File: src/rtl/jtag_rp_pkg.sv
package jtag_rp_pkg;
   typedef enum logic [1:0] {
      PATH_IR  = 2'd0,
      PATH_BYP = 2'd1,
      PATH_ID  = 2'd2
   } path_e;
endpackage

File: src/rtl/jtag_ir_stage.sv
// Instruction shift stage plus committed (held) instruction.
module jtag_ir_stage #(
   parameter int                 IR_W   = 6,
   parameter logic [IR_W-1:0]    CAP    = 6'b000001,
   parameter logic [IR_W-1:0]    RST_OP = 6'b000010
) (
   input  logic            tck,
   input  logic            rst_n,
   input  logic            cap_en,
   input  logic            shift_en,
   input  logic            upd_en,
   input  logic            tdi,
   output logic            so,
   output logic [IR_W-1:0] held
);
   logic [IR_W-1:0] sr;

   always_ff @(posedge tck or negedge rst_n) begin
      if (!rst_n) begin
         sr <= CAP;
      end else if (cap_en) begin
         sr <= CAP;
      end else if (shift_en) begin
         sr <= {tdi, sr[IR_W-1:1]};
      end
   end

   always_ff @(posedge tck or negedge rst_n) begin
      if (!rst_n) begin
         held <= RST_OP;
      end else if (upd_en && !cap_en && !shift_en) begin
         held <= sr;
      end
   end

   assign so = sr[0];
endmodule

File: src/rtl/jtag_dr_cell.sv
// Generic capture/shift data register; width 1 gives the bypass bit.
module jtag_dr_cell #(
   parameter int            W   = 32,
   parameter logic [W-1:0]  CAP = '0
) (
   input  logic tck,
   input  logic rst_n,
   input  logic cap_en,
   input  logic shift_en,
   input  logic tdi,
   output logic so
);
   logic [W-1:0] q;

   generate
      if (W == 1) begin : g_single
         always_ff @(posedge tck or negedge rst_n) begin
            if (!rst_n)        q <= CAP;
            else if (cap_en)   q <= CAP;
            else if (shift_en) q <= tdi;
         end
      end else begin : g_multi
         always_ff @(posedge tck or negedge rst_n) begin
            if (!rst_n)        q <= CAP;
            else if (cap_en)   q <= CAP;
            else if (shift_en) q <= {tdi, q[W-1:1]};
         end
      end
   endgenerate

   assign so = q[0];
endmodule

File: src/rtl/jtag_regpath.sv
module jtag_regpath
   import jtag_rp_pkg::*;
#(
   parameter int                 IR_W        = 6,
   parameter logic [IR_W-1:0]    IDCODE_OP   = 6'h02,
   parameter logic [IR_W-1:0]    IR_CAP_FILL = '0,
   parameter bit                 HAS_IDCODE  = 1'b1,
   parameter int                 ID_W        = 32,
   parameter logic [ID_W-1:0]    ID_VALUE    = 32'h4A3C_1E5B
) (
   input  logic            tck,
   input  logic            rst_n,
   input  logic            sel_ir,
   input  logic            capture,
   input  logic            shift,
   input  logic            update,
   input  logic            tdi,
   output logic            tdo,
   output logic            tdo_en,
   output logic [IR_W-1:0] instr,
   output logic            is_bypass,
   output logic            is_idcode
);
   localparam logic [IR_W-1:0] IR_CAP   = {IR_CAP_FILL[IR_W-1:2], 2'b01};
   localparam logic [IR_W-1:0] BYP_OP   = '1;
   localparam logic [IR_W-1:0] RESET_OP = HAS_IDCODE ? IDCODE_OP : BYP_OP;

   // elaboration-time parameter checks
   if (IR_W < 2) begin : g_bad_irw
      initial $fatal(1, "IR_W must be at least 2");
   end
   if (HAS_IDCODE && (IDCODE_OP == BYP_OP)) begin : g_bad_op
      initial $fatal(1, "IDCODE_OP must differ from the all-ones code");
   end
   if (HAS_IDCODE && !ID_VALUE[0]) begin : g_bad_id
      initial $fatal(1, "ID_VALUE bit 0 must be 1");
   end

   path_e path;
   logic  ir_so, byp_so, id_so;
   logic  id_hit;

   assign id_hit = HAS_IDCODE && (instr == IDCODE_OP);
   assign path   = sel_ir ? PATH_IR : (id_hit ? PATH_ID : PATH_BYP);

   jtag_ir_stage #(
      .IR_W   (IR_W),
      .CAP    (IR_CAP),
      .RST_OP (RESET_OP)
   ) i_ir (
      .tck      (tck),
      .rst_n    (rst_n),
      .cap_en   (capture && sel_ir),
      .shift_en (shift && sel_ir),
      .upd_en   (update && sel_ir),
      .tdi      (tdi),
      .so       (ir_so),
      .held     (instr)
   );

   jtag_dr_cell #(
      .W   (1),
      .CAP (1'b0)
   ) i_byp (
      .tck      (tck),
      .rst_n    (rst_n),
      .cap_en   (capture && path == PATH_BYP),
      .shift_en (shift && path == PATH_BYP),
      .tdi      (tdi),
      .so       (byp_so)
   );

   generate
      if (HAS_IDCODE) begin : g_id
         jtag_dr_cell #(
            .W   (ID_W),
            .CAP (ID_VALUE)
         ) i_id (
            .tck      (tck),
            .rst_n    (rst_n),
            .cap_en   (capture && path == PATH_ID),
            .shift_en (shift && path == PATH_ID),
            .tdi      (tdi),
            .so       (id_so)
         );
      end else begin : g_no_id
         assign id_so = 1'b0;
      end
   endgenerate

   logic mux_out;
   always_comb begin
      unique case (path)
         PATH_IR: mux_out = ir_so;
         PATH_ID: mux_out = id_so;
         default: mux_out = byp_so;
      endcase
   end

   assign tdo       = shift && mux_out;
   assign tdo_en    = shift;
   assign is_idcode = id_hit;
   assign is_bypass = !id_hit;
endmodule

File: config.mk
export PLATFORM = sky130hd
export DESIGN_NAME = jtag_regpath
export DESIGN_NICKNAME = d
export VERILOG_FILES = /design/src/rtl/jtag_rp_pkg.sv /design/src/rtl/jtag_ir_stage.sv /design/src/rtl/jtag_dr_cell.sv /design/src/rtl/jtag_regpath.sv
export SDC_FILE = /design/constraint.sdc
export NUM_CORES = 1
export LEC_CHECK = 0
export ABC_AREA = 1
export BUFFER_PORTS_ARGS = -buffer_cell sky130_fd_sc_hd__clkbuf_2
export CORE_ASPECT_RATIO = 1.2
export CORE_MARGIN = 4
export CORE_UTILIZATION = 25
export DETAILED_ROUTE_END_ITERATION = 8
export PLACE_DENSITY = 0.49
export SETUP_SLACK_MARGIN = 0.1
export SLEW_MARGIN = 40
export SYNTH_ARGS = -nofsm -noshare
export SYNTH_HDL_FRONTEND = slang
export SYNTH_SLANG_ARGS = --single-unit
File: constraint.sdc
create_clock -name tck -period 4.4 [get_ports tck]
set_clock_uncertainty 0.1 [all_clocks]
set_input_delay 0.22 -clock tck [delete_from_list [all_inputs] [get_ports tck]]
set_output_delay 0.22 -clock tck [all_outputs]
set_load 0.1 [all_outputs]
### Yosys cells after proc, flatten, opt, wreduce, memory -nomap -nowiden

Index checks and enable logic that the tools add are counted.

* register bits after elaboration: 45
* bits of input ports: 7
* output and inout port bits: 10
* logic and storage cells: 33

* equal/unequal tests: 3
* mux-type cells: 9
* reduce and logical (&&, ||, !) cells: 17

Operators with widths (number)
* $mux W32: 2
* $mux W6: 2
* $logic_and A1 B1 Y1: 10
* $eq A6 B2 Y1 const B: 1
* $reduce_bool A2 Y1: 3
* $mux W2: 2
* $logic_not A1 Y1: 3
* $eq A2 B1 Y1 const B: 1
* $eq A2 B2 Y1 const B: 1
* $logic_not A2 Y1: 1
* $mux W1: 2
* $pmux W1 S2: 1

### Longest topological paths before layout

Gate-level depths: netlist of the first run.

* word-level depth: 7
* mapped depth: 9
* gate-level depth less buffers: 9

### By module

Synthesis of the first run repeated with hierarchy kept, for this count alone.

* cells, all modules: 229
* area total of the unflattened synthesis: 1976.9 um^2

By module, submodules not included
* jtag_dr_cell at g_id.i_id: instances 1, cells an instance 140, area each 1303.8 um^2, seq. area each 820.8 um^2
* jtag_ir_stage: instances 1, cells an instance 52, area each 483.0 um^2, seq. area each 302.8 um^2
* jtag_regpath: instances 1, cells an instance 31, area each 145.1 um^2, seq. area each 0.0 um^2
* jtag_dr_cell at i_byp: instances 1, cells an instance 6, area each 45.0 um^2, seq. area each 25.0 um^2

### Worst setup path after synthesis of the first run

Ideal clock, no wire load.

* kind: flip-flop to output port
* start point: register i_ir.held[3]
* end point: output tdo
* arrival: 2.258 ns
* required time: 4.080 ns
* slack: 1.822 ns
* stages on the path, launching flop included: 7
* buffers on the path: 0
* cells stage by stage: dfrtp_1 -> nor2_2 -> nand3_4 -> nand3_1 -> nand3_1 -> nand2_1 -> inv_1

* word-level cells in the longest chain between the ends: 6
* elaborated cells between the ends (all ways): 7
* those cells by class: eq/ne (2); mux (3); reduce/logical (2)

Ends and longest elaborated chain
* start, declared: line jtag_ir_stage.sv:14 `output logic [IR_W-1:0] held`
* start signal, assigned: line jtag_ir_stage.sv:32 `held <= sr;`
* $eq A6 B2 Y1 (*): line jtag_regpath.sv:43 `assign id_hit = HAS_IDCODE && (instr == IDCODE_OP);`
* $mux W2 (*) (2 in series): line jtag_regpath.sv:44 `assign path = sel_ir ? PATH_IR : (id_hit ? PATH_ID : PATH_BYP);`
* $eq A2 B2 Y1 or $logic_not A2 Y1 (tied branches): line jtag_regpath.sv:93 `unique case (path)`
* $pmux W1 S2 (*): line jtag_regpath.sv:93
* $logic_and A1 B1 Y1 (*): line jtag_regpath.sv:100 `assign tdo = shift && mux_out;`
* end, declared: line jtag_regpath.sv:18 `output logic tdo,`

Mark *: on every way between the ends. The rest lies on a longest branch, timed or not.

### Worst setup path after layout of the first run

* start point: register i_ir.held[1]
* end point: register g_id.i_id.q[31]

* word-level cells in the longest chain between the ends: 6
* elaborated cells between the ends (all ways): 8
* those cells by class: eq/ne (2); mux (3); reduce/logical (3)

Ends and longest elaborated chain
* $eq A6 B2 Y1 (*): line jtag_regpath.sv:43
* $mux W2 (*) (2 in series): line jtag_regpath.sv:44
* $eq A2 B2 Y1 (*): line jtag_regpath.sv:81, jtag_regpath.sv:82
* $logic_and A1 B1 Y1 (on tied branches): line jtag_regpath.sv:81, jtag_regpath.sv:82
* $mux W32 or $reduce_bool A2 Y1 (tied branches)
* end signal, assigned: line jtag_dr_cell.sv:26 `else if (shift_en) q <= {tdi, q[W-1:1]};`
* end, declared: line jtag_dr_cell.sv:13 `logic [W-1:0] q;`

Marked as above.
A chain may end at the register's enable or synchronous reset.

==> report_table.html, run 1 <==
<table>
<tr><th>Metric</th><th>Value</th></tr>
<tr><th colspan="2">Critical path</th></tr>
<tr><td>Critical Path Source Type</td><td>flip-flop</td></tr>
<tr><td>Type of destination of the critical path</td><td>flip-flop</td></tr>
<tr><td>FF-to-FF path depth</td><td>7</td></tr>
<tr><td>Data arrival time at the worst-slack endpoint</td><td>2.47 ns</td></tr>
<tr><td>Endpoint of the worst setup timing path</td><td>g_id.i_id.q[31]$_DFFE_PN0P_</td></tr>
<tr><td>Reg-to-reg endpoint</td><td>g_id.i_id.q[31]$_DFFE_PN0P_</td></tr>
<tr><td>Required @ worst endpoint</td><td>4.47 ns</td></tr>
<tr><td>Biggest fanout along the worst timing path</td><td>33</td></tr>
<tr><td>Worst reg2reg startpoint</td><td>i_ir.held[1]$_DFFE_PN1P_</td></tr>
<tr><td>Slack of the worst reg-to-reg path</td><td>2.00 ns</td></tr>
<tr><td>Source of the critical timing path</td><td>i_ir.held[1]$_DFFE_PN1P_</td></tr>
<tr><td>Path type of the worst setup path</td><td>flip-flop to flip-flop</td></tr>
<tr><th colspan="2">Synthesis</th></tr>
<tr><td>Fraction of the mapped netlist area in compound gates</td><td>5.47%</td></tr>
<tr><td>Adder and majority gate portion of the synthesized area</td><td>0%</td></tr>
<tr><td>Xor and xnor area share after synthesis</td><td>0%</td></tr>
<tr><td>Syn Area/Cell</td><td>8.49 sq um</td></tr>
<tr><td>Number of library cell types mapped by synthesis</td><td>23</td></tr>
<tr><td>Synth Net Count</td><td>252</td></tr>
<tr><td>Main combinational cell family by area after synthesis</td><td>simple AND/OR/NAND/NOR gates</td></tr>
<tr><td>Post-synthesis instance area</td><td>2080 sq um</td></tr>
<tr><td>Simple-gate area share of the yosys netlist</td><td>28.3%</td></tr>
<tr><td>Cell count after synthesis</td><td>245</td></tr>
<tr><td>Number of synthesized register bits</td><td>45</td></tr>
<tr><td>Sequential-to-total area share from yosys stat</td><td>55.2%</td></tr>
<tr><td>Mux contribution to synthesized area</td><td>0.541%</td></tr>
<tr><td>Number of warnings issued by yosys</td><td>0</td></tr>
<tr><th colspan="2">Finish</th></tr>
<tr><td>Diodes inserted</td><td>0</td></tr>
<tr><td>Share of final-layout standard cells stronger than drive strength 1</td><td>20.8%</td></tr>
<tr><td>Most used cells in the layout excluding fill and tap cells</td><td>76 x sky130_fd_sc_hd__nand2_1, 32 x sky130_fd_sc_hd__inv_1, 27 x sky130_fd_sc_hd__dfrtp_1</td></tr>
<tr><td>Growth of design area from synthesis to finish</td><td>11.5%</td></tr>
<tr><td>Most common cell after layout, fill and taps aside</td><td>sky130_fd_sc_hd__nand2_1</td></tr>
<tr><td>Final cell area excluding filler cells</td><td>2320 sq um</td></tr>
<tr><td>Post-layout net count</td><td>261</td></tr>
<tr><th colspan="2">STA</th></tr>
<tr><td>Final count of negative-setup-slack endpoints</td><td>0</td></tr>
<tr><td>Final hold viol count</td><td>0</td></tr>
<tr><td>Minimum clock period</td><td>2.40 ns</td></tr>
<tr><td>Total Neg Setup Slack</td><td>0 ns</td></tr>
<tr><td>Unrepaired setup endpoints after global routing</td><td>no</td></tr>
<tr><td>Final Max Tran Viols</td><td>0</td></tr>
<tr><td>Maximum operating frequency</td><td>0.418 GHz</td></tr>
<tr><td>Remaining max-slew budget at the tightest pin</td><td>54.1%</td></tr>
<tr><td>Worst-Margin Slew</td><td>0.688 ns</td></tr>
<tr><td>Final worst-path cycle share</td><td>54.4%</td></tr>
<tr><th colspan="2">Pwr</th></tr>
<tr><td>Switching part of the total</td><td>32.8%</td></tr>
<tr><td>Power share of the clock group</td><td>29.4%</td></tr>
<tr><td>Switching Power</td><td>0.354 mW</td></tr>
<tr><td>Part of the power in combinational logic</td><td>20.3%</td></tr>
<tr><td>Total leakage power</td><td>1.20 nW</td></tr>
<tr><td>Power density of the placed cells</td><td>464 nW/um^2</td></tr>
<tr><td>Worst vdd ir</td><td>0.135 mV</td></tr>
<tr><td>Cell internal power dissipation</td><td>0.723 mW</td></tr>
<tr><td>Sequential share of power</td><td>50.3%</td></tr>
<tr><th colspan="2">GRT</th></tr>
<tr><td>Vias in the first global route</td><td>1606</td></tr>
<tr><td>Overall overflow remaining after global route</td><td>0</td></tr>
<tr><td>Initial antenna violation count</td><td>0</td></tr>
<tr><td>Pin count of the biggest net entering global routing</td><td>46</td></tr>
<tr><td>Global-route wire length before repair</td><td>7.43 mm</td></tr>
<tr><td>Overall global routing resource usage</td><td>9.17%</td></tr>
<tr><th colspan="2">Clock tree</th></tr>
<tr><td>Root buf cell</td><td>sky130_fd_sc_hd__clkbuf_8</td></tr>
<tr><td>H-tree depth</td><td>2</td></tr>
<tr><td>CTS sink count</td><td>45</td></tr>
<tr><td>Number of buffers inserted by post-CTS setup repair</td><td>0</td></tr>
<tr><td>Source-to-sink clock delay at the later pin of the worst-skew pair</td><td>0.30 ns</td></tr>
<tr><td>Clock edge transition at the registers on the reported setup and hold paths</td><td>0.09 ns</td></tr>
<tr><td>TritonCTS clock tree</td><td>yes</td></tr>
<tr><td>Total clock buffers created by CTS</td><td>5</td></tr>
<tr><td>Clock tree buffer depth</td><td>2</td></tr>
<tr><th colspan="2">Detailed routing</th></tr>
<tr><td>First drt pass iteration count</td><td>4</td></tr>
<tr><td>Via count</td><td>1554</td></tr>
<tr><td>Routed wire length per instance</td><td>11.8 microns</td></tr>
<tr><td>Number of DRC violations after detailed-routing iteration 0</td><td>105</td></tr>
<tr><td>DRC Markers</td><td>0</td></tr>
<tr><td>Avg Vias per Cell</td><td>4.44</td></tr>
<tr><td>Final wirelength</td><td>4.13 mm</td></tr>
<tr><td>Number of nets still failing antenna checks after routing</td><td>0</td></tr>
<tr><th colspan="2">Placement</th></tr>
<tr><td>Half-perimeter wire length after placement</td><td>2.57 mm</td></tr>
<tr><td>Final Wtd Congestion</td><td>0.725</td></tr>
<tr><td>IO Port Bufs</td><td>16</td></tr>
<tr><td>Placed Instance Area</td><td>2200 sq um</td></tr>
<tr><th colspan="2">Floorplan</th></tr>
<tr><td>Overall die area</td><td>9850 sq um</td></tr>
<tr><td>DIE HEIGHT</td><td>108 microns</td></tr>
<tr><td>Initial core utilization</td><td>25.7%</td></tr>
<tr><td>Die Span X</td><td>91.3 microns</td></tr>
<tr><td>Rows</td><td>36</td></tr>
<tr><td>Core region area</td><td>8110 sq um</td></tr>
<tr><td>I/O pins</td><td>17</td></tr>
<tr><th colspan="2">Status</th></tr>
<tr><td>Result of the run</td><td>completed</td></tr>
<tr><th colspan="2">Hold path</th></tr>
<tr><td>Worst min path class</td><td>input pin to flip-flop</td></tr>
<tr><td>Number of stages on the worst hold path</td><td>3</td></tr>
<tr><th colspan="2">Job</th></tr>
<tr><td># Max-Cap Violations</td><td>0</td></tr>
</table>
==> synth_stat cells <==
library cell                n  area share [%]
sky130_fd_sc_hd__a21oi_1    2            0.48
sky130_fd_sc_hd__a31oi_1    1            0.30
sky130_fd_sc_hd__buf_1      1            0.18
sky130_fd_sc_hd__buf_2      7             1.7
sky130_fd_sc_hd__buf_4      4             1.4
sky130_fd_sc_hd__buf_6      1            0.54
sky130_fd_sc_hd__clkbuf_1   3            0.54
sky130_fd_sc_hd__dfrtp_1   27              32
sky130_fd_sc_hd__dfstp_2   18              23
sky130_fd_sc_hd__inv_1     32             5.8
sky130_fd_sc_hd__inv_2      2            0.36
sky130_fd_sc_hd__mux2_2     1            0.54
sky130_fd_sc_hd__nand2_1   76              14
sky130_fd_sc_hd__nand2_2    1            0.30
sky130_fd_sc_hd__nand3_1   17             4.1
sky130_fd_sc_hd__nand3_4    1            0.84
sky130_fd_sc_hd__nand4_1   16             4.8
sky130_fd_sc_hd__nor2_1    14             2.5
sky130_fd_sc_hd__nor2_2     3            0.90
sky130_fd_sc_hd__nor2_4     2             1.1
sky130_fd_sc_hd__o211ai_1   7             2.5
sky130_fd_sc_hd__o21ai_0    3            0.72
sky130_fd_sc_hd__o21ai_1    6             1.4
==> power by group through the flow <==
stage	Clock, mW	Combinational, mW	Sequential [mW]
6_report	0.317	0.218	0.542
5_1_grt	0.347	0.244	0.552
4_1_cts	0.331	0.223	0.542
3_5_place_dp	0	0.222	0.549
3_3_place_gp	0	0.219	0.548
2_1_floorplan	0	0.110	0.611
==> critical path: stages (launching register included) <==
cell and delay (ns):
sky130_fd_sc_hd__dfstp_2 0.57, sky130_fd_sc_hd__inv_2 0.05, sky130_fd_sc_hd__nor2_4 0.09, sky130_fd_sc_hd__nand3_4 0.10
sky130_fd_sc_hd__nor2_4 0.55, sky130_fd_sc_hd__nand2_2 0.56, sky130_fd_sc_hd__nand2_1 0.16, sky130_fd_sc_hd__o21ai_1 0.07
==> logic make-up (layout without fill, tap and decap cells) <==
logic type | after synthesis | in the layout
compound gates | 19 | 19
buf+inv | 50 | 60
flops | 45 | 45
mux | 1 | 1
simple gates | 130 | 130
==> what timing repair did <==
action / in CTS / in global routing
hold buffers: 1 / 0
endpoints found under the hold margin: 27 / 0
gates resized for setup: 0 / 0
==> layer usage <==
layer  vias to the layer above  GRT usage, %  part of all wire (%)
met2                        24          15.4                    47
li1                        786             -                     -
met4                         0          4.20                   1.7
met1                       740          11.5                    48
met5                         -             0                     0
met3                         4          1.67                   3.2
==> stage by stage <==
| stage | hold slack [ns] | setup WS (ns) | utilization, % | power (mW) | std cells |
|---|---|---|---|---|---|
| 3_3_place_gp | 0.257 | 2.01 | 27.1 | 0.767 | 341 |
| 5_1_grt | 0.190 | 1.76 | 28.6 | 1.14 | 350 |
| 4_1_cts | 0.158 | 1.94 | 28.6 | 1.10 | 350 |
| 3_5_place_dp | 0.253 | 1.98 | 27.1 | 0.771 | 341 |
| 6_report | 0.164 | 2.00 | 28.6 | 1.08 | 350 |
| 2_1_floorplan | -0.176 | 1.82 | - | 0.721 | 245 |
==> registers in the layout, indices dropped and copies added (netlist names) <==
register / flops
g_id.i_id.q: 32
i_ir.held: 6
i_ir.sr: 6
i_byp.so: 1
==> area by class of cell <==
| type | instances | area (sq um) |
|---|---|---|
| well taps | 95 | 119 |
| multi-input cells | 150 | 713 |
| fillers | 893 | 5790 |
| inverters | 34 | 128 |
| clock inverters | 3 | 46.3 |
| repair buffers | 18 | 97.6 |
| clock buffers | 5 | 68.8 |
| flip-flops and latches | 45 | 1150 |
==> worst min-delay path by stage <==
| stage | start | to | slack, ns |
|---|---|---|---|
| after global placement | rst_n | g_id.i_id.q[5]$_DFFE_PN0P_ | 0.26 |
| after global routing | tdi | i_ir.sr[5]$_DFFE_PN0P_ | 0.19 |
| final | tdi | i_ir.sr[5]$_DFFE_PN0P_ | 0.16 |
| after detailed placement | rst_n | i_byp.so$_DFFE_PN0P_ | 0.25 |
| after floorplan | rst_n | g_id.i_id.q[13]$_DFFE_PN0P_ | -0.18 |
| after CTS | tdi | i_ir.sr[5]$_DFFE_PN0P_ | 0.16 |
Power figures use the tool's default switching activity.
==> run 2, diff against run 1 <==
- PLACE_DENSITY: 0.49 -> 0.5
- clock period: 4.4 -> 2.1 ns (I/O delays scaled with it)
==> run 2 against run 1 <==
Final cell count rose by 1.7%. Utilization rose by 1.0 points. Worst setup slack got worse by 1.8 ns. Non-clock buffer count rose by 6. Worst hold slack got worse by 0.13 ns. Combinational power rose by 120%. Clock power rose by 77%. Via count rose by 1.0%. Routed wire length rose by 4.4%. Final area rose by 3.6%. Die area did not move. Flip-flop and latch count did not move. Highest routed layer unchanged.
==> report_table.html, run 2 (synthesis gave the netlist of run 1 again) <==
<table>
<tr><th>Metric</th><th>Value</th></tr>
<tr><th colspan="2">Status</th></tr>
<tr><td>Result of the run</td><td>completed</td></tr>
<tr><th colspan="2">Clock tree</th></tr>
<tr><td>Source-to-sink clock delay at the later pin of the worst-skew pair</td><td>0.30 ns (about the same)</td></tr>
<tr><td>Clock tree buffer depth</td><td>2 (unchanged)</td></tr>
<tr><td>CTS sink count</td><td>45 (unchanged)</td></tr>
<tr><td>TritonCTS clock tree</td><td>yes</td></tr>
<tr><td>H-tree depth</td><td>2 (unchanged)</td></tr>
<tr><td>Clock edge transition at the registers on the reported setup and hold paths</td><td>0.09 ns (about the same)</td></tr>
<tr><td>Root buf cell</td><td>sky130_fd_sc_hd__clkbuf_8</td></tr>
<tr><td>Number of buffers inserted by post-CTS setup repair</td><td>0 (unchanged)</td></tr>
<tr><td>Total clock buffers created by CTS</td><td>5 (unchanged)</td></tr>
<tr><th colspan="2">Pwr</th></tr>
<tr><td>Worst vdd ir</td><td>0.217 mV (+61%)</td></tr>
<tr><td>Final total power</td><td>2.18 mW (+100%)</td></tr>
<tr><td>Power density of the placed cells</td><td>905 nW/um^2 (+95%)</td></tr>
<tr><td>Total leakage power</td><td>1.22 nW (+1.4%)</td></tr>
<tr><th colspan="2">STA</th></tr>
<tr><td>Minimum clock period</td><td>1.92 ns</td></tr>
<tr><td>Final worst-path cycle share</td><td>91.3%</td></tr>
<tr><td>Final hold viol count</td><td>0 (unchanged)</td></tr>
<tr><td>Remaining max-slew budget at the tightest pin</td><td>57.0% (+2.9 points)</td></tr>
<tr><td>Maximum operating frequency</td><td>0.522 GHz</td></tr>
<tr><td>Worst-Margin Slew</td><td>0.645 ns (-0.0432 ns)</td></tr>
<tr><td>Final Max Tran Viols</td><td>0 (unchanged)</td></tr>
<tr><td>Fin Hold WS</td><td>0.0335 ns (-0.131 ns)</td></tr>
<tr><td>Final count of negative-setup-slack endpoints</td><td>0 (unchanged)</td></tr>
<tr><td>Unrepaired setup endpoints after global routing</td><td>no</td></tr>
<tr><th colspan="2">Floorplan</th></tr>
<tr><td>Core region area</td><td>8110 sq um (unchanged)</td></tr>
<tr><td>Overall die area</td><td>9850 sq um (unchanged)</td></tr>
<tr><td>Rows</td><td>36 (unchanged)</td></tr>
<tr><td>Initial core utilization</td><td>25.7% (unchanged)</td></tr>
<tr><td>I/O pins</td><td>17 (unchanged)</td></tr>
<tr><td>Die Span X</td><td>91.3 microns (unchanged)</td></tr>
<tr><td>DIE HEIGHT</td><td>108 microns (unchanged)</td></tr>
<tr><th colspan="2">Finish</th></tr>
<tr><td>Leading registers by flop count</td><td>g_id.i_id.q x32, i_ir.held x6, i_ir.sr x6</td></tr>
<tr><td>Filler cell count</td><td>891 (-0.22%)</td></tr>
<tr><td>Growth of design area from synthesis to finish</td><td>15.6%</td></tr>
<tr><td>Number of flip-flops in the largest register</td><td>32 (unchanged)</td></tr>
<tr><td>Post-layout net count</td><td>267 (+2.3%)</td></tr>
<tr><td>Most common cell after layout, fill and taps aside</td><td>sky130_fd_sc_hd__nand2_1</td></tr>
<tr><td>Diodes inserted</td><td>0 (unchanged)</td></tr>
<tr><td>Most used cells in the layout excluding fill and tap cells</td><td>76 x sky130_fd_sc_hd__nand2_1, 31 x sky130_fd_sc_hd__inv_1, 22 x sky130_fd_sc_hd__dfrtp_1</td></tr>
<tr><td>Number of standard cells in the layout, taps in and fillers out</td><td>356 (+1.7%)</td></tr>
<tr><td>Post-route core utilization</td><td>29.7% (+1.0 points)</td></tr>
<tr><td>Register with the most flip-flops</td><td>g_id.i_id.q</td></tr>
<tr><td>Share of final-layout standard cells stronger than drive strength 1</td><td>25.3% (+4.5 points)</td></tr>
<tr><th colspan="2">GRT</th></tr>
<tr><td>Global-route wire length before repair</td><td>7.59 mm (+2.1%)</td></tr>
<tr><td>Vias in the first global route</td><td>1577 (-1.8%)</td></tr>
<tr><td>Overall global routing resource usage</td><td>9.60% (+0.43 points)</td></tr>
<tr><td>Initial antenna violation count</td><td>0 (unchanged)</td></tr>
<tr><td>Pin count of the biggest net entering global routing</td><td>34 (-26%)</td></tr>
<tr><td>Overall overflow remaining after global route</td><td>0 (unchanged)</td></tr>
<tr><th colspan="2">Critical path</th></tr>
<tr><td>Reg-to-reg endpoint</td><td>g_id.i_id.q[31]$_DFFE_PN0P_</td></tr>
<tr><td>Required @ worst endpoint</td><td>1.89 ns (-2.58 ns)</td></tr>
<tr><td>Path type of the worst setup path</td><td>flip-flop to output port</td></tr>
<tr><td>Data arrival time at the worst-slack endpoint</td><td>1.71 ns (-0.76 ns)</td></tr>
<tr><td>Biggest cell delay along the critical path</td><td>0.64 ns (+0.07 ns)</td></tr>
<tr><td>Cell with the largest stage delay on the worst path</td><td>sky130_fd_sc_hd__dfstp_4</td></tr>
<tr><td>FF-to-FF path depth</td><td>7 (unchanged)</td></tr>
<tr><td>Worst-path cell chain</td><td>inv_2 -&gt; nor2_4 -&gt; nand3_4 -&gt; clkinvlp_4 -&gt; clkbuf_2</td></tr>
<tr><td>Slack of the worst reg-to-reg path</td><td>0.38 ns (-1.62 ns)</td></tr>
<tr><td>Worst reg2reg startpoint</td><td>i_ir.held[1]$_DFFE_PN1P_</td></tr>
<tr><td>Critical Path Source Type</td><td>flip-flop</td></tr>
<tr><td>Type of destination of the critical path</td><td>output port</td></tr>
<tr><td>Biggest fanout along the worst timing path</td><td>5 (-85%)</td></tr>
<tr><th colspan="2">Detailed routing</th></tr>
<tr><td>Number of DRC violations after detailed-routing iteration 0</td><td>101 (-3.8%)</td></tr>
<tr><td>First drt pass iteration count</td><td>4 (unchanged)</td></tr>
<tr><td>Routed wire length per instance</td><td>12.1 microns (+2.7%)</td></tr>
<tr><td>Number of nets still failing antenna checks after routing</td><td>0 (unchanged)</td></tr>
<tr><td>Final wirelength</td><td>4.31 mm (+4.4%)</td></tr>
<tr><td>Via count</td><td>1570 (+1.0%)</td></tr>
<tr><td>Avg Vias per Cell</td><td>4.41 (-0.67%)</td></tr>
<tr><td>DRC Markers</td><td>0 (unchanged)</td></tr>
<tr><th colspan="2">Placement</th></tr>
<tr><td>Post-Place Cells</td><td>347 (+1.8%)</td></tr>
<tr><td>IO Port Bufs</td><td>16 (unchanged)</td></tr>
<tr><td>Final Wtd Congestion</td><td>0.743 (+2.5%)</td></tr>
<tr><td>Half-perimeter wire length after placement</td><td>2.85 mm (+11%)</td></tr>
<tr><th colspan="2">Hold path</th></tr>
<tr><td>Hold Path End</td><td>i_ir.sr[5]$_DFFE_PN0P_</td></tr>
<tr><td>Start point of the worst hold path</td><td>tdi</td></tr>
<tr><td>Worst min path class</td><td>input pin to flip-flop</td></tr>
<tr><td>Number of stages on the worst hold path</td><td>3 (unchanged)</td></tr>
<tr><th colspan="2">Job</th></tr>
<tr><td># Max-Cap Violations</td><td>0 (unchanged)</td></tr>
</table>
## run 2: changes by cell type in the layout (fill, tap and decap cells not counted), moves of 2 or more
cell and delta:
sky130_fd_sc_hd__dfrtp_2 +5, sky130_fd_sc_hd__dfrtp_1 -5, sky130_fd_sc_hd__buf_4 +4, sky130_fd_sc_hd__nand3_1 -2, sky130_fd_sc_hd__nand3_2 +2, sky130_fd_sc_hd__buf_12 +2
## run 2: final cells by class
type	instances	area [sq um]	share of cell area, %
tap	95	119	4.94
inverter	34	131	5.46
timing repair buffer	24	174	7.23
clock inverter	1	7.51	0.312
sequential	45	1160	48.2
multi-input combinational	150	728	30.3
clock buffer	7	86.3	3.59
## run 2: routing by layer
layer	vias to the layer above	track usage (%)	routed length, microns
met4	0	4.31	95
met1	744	11.6	2060
met2	20	16.2	2040
met3	7	2.37	111
met5	-	0	0
li1	799	-	-
## run 2: power breakdown
part / total [mW] / switching, mW / internal, mW
sequential: 1.14 / 0.0795 / 1.06
combinational: 0.477 / 0.359 / 0.119
clock: 0.561 / 0.294 / 0.268
## run 2: worst max-delay path, delay by kind of cell (launching register included)
family / cells / cell delay (ns)
flip-flops: 1 / 0.64
buffers and inverters: 3 / 0.57
AND/OR/NAND/NOR: 2 / 0.20
## run 2: through the flow
step	cell area (sq um)	setup TNS (ns)	worst slack (ns)
2_1_floorplan	2120	-0.0921	-0.0848
6_report	2400	0	0.183
5_1_grt	2400	0	0.108
4_1_cts	2400	0	0.166
3_3_place_gp	2300	0	0.405
3_5_place_dp	2300	0	0.374
## run 2: timing repair
action | 4_1_cts | 5_1_grt
hold buffers | 1 | 0
hold endpoints to repair | 18 | 0
gates resized for setup | 0 | 1
endpoints found under the setup margin | 0 | 1
## run 2: worst max path at each step
stage | startpoint | end | slack, ns | depth (start not counted)
after CTS | i_ir.held[1]$_DFFE_PN1P_ | is_idcode | 0.17 | 5
after floorplan | i_ir.held[5]$_DFFE_PN0P_ | tdo | -0.08 | 6
final | i_ir.held[1]$_DFFE_PN1P_ | is_idcode | 0.18 | 5
after detailed placement | i_ir.held[1]$_DFFE_PN1P_ | g_id.i_id.q[31]$_DFFE_PN0P_ | 0.37 | 7
after global routing | i_ir.held[1]$_DFFE_PN1P_ | is_idcode | 0.11 | 5
after global placement | i_ir.held[1]$_DFFE_PN1P_ | g_id.i_id.q[31]$_DFFE_PN0P_ | 0.40 | 7
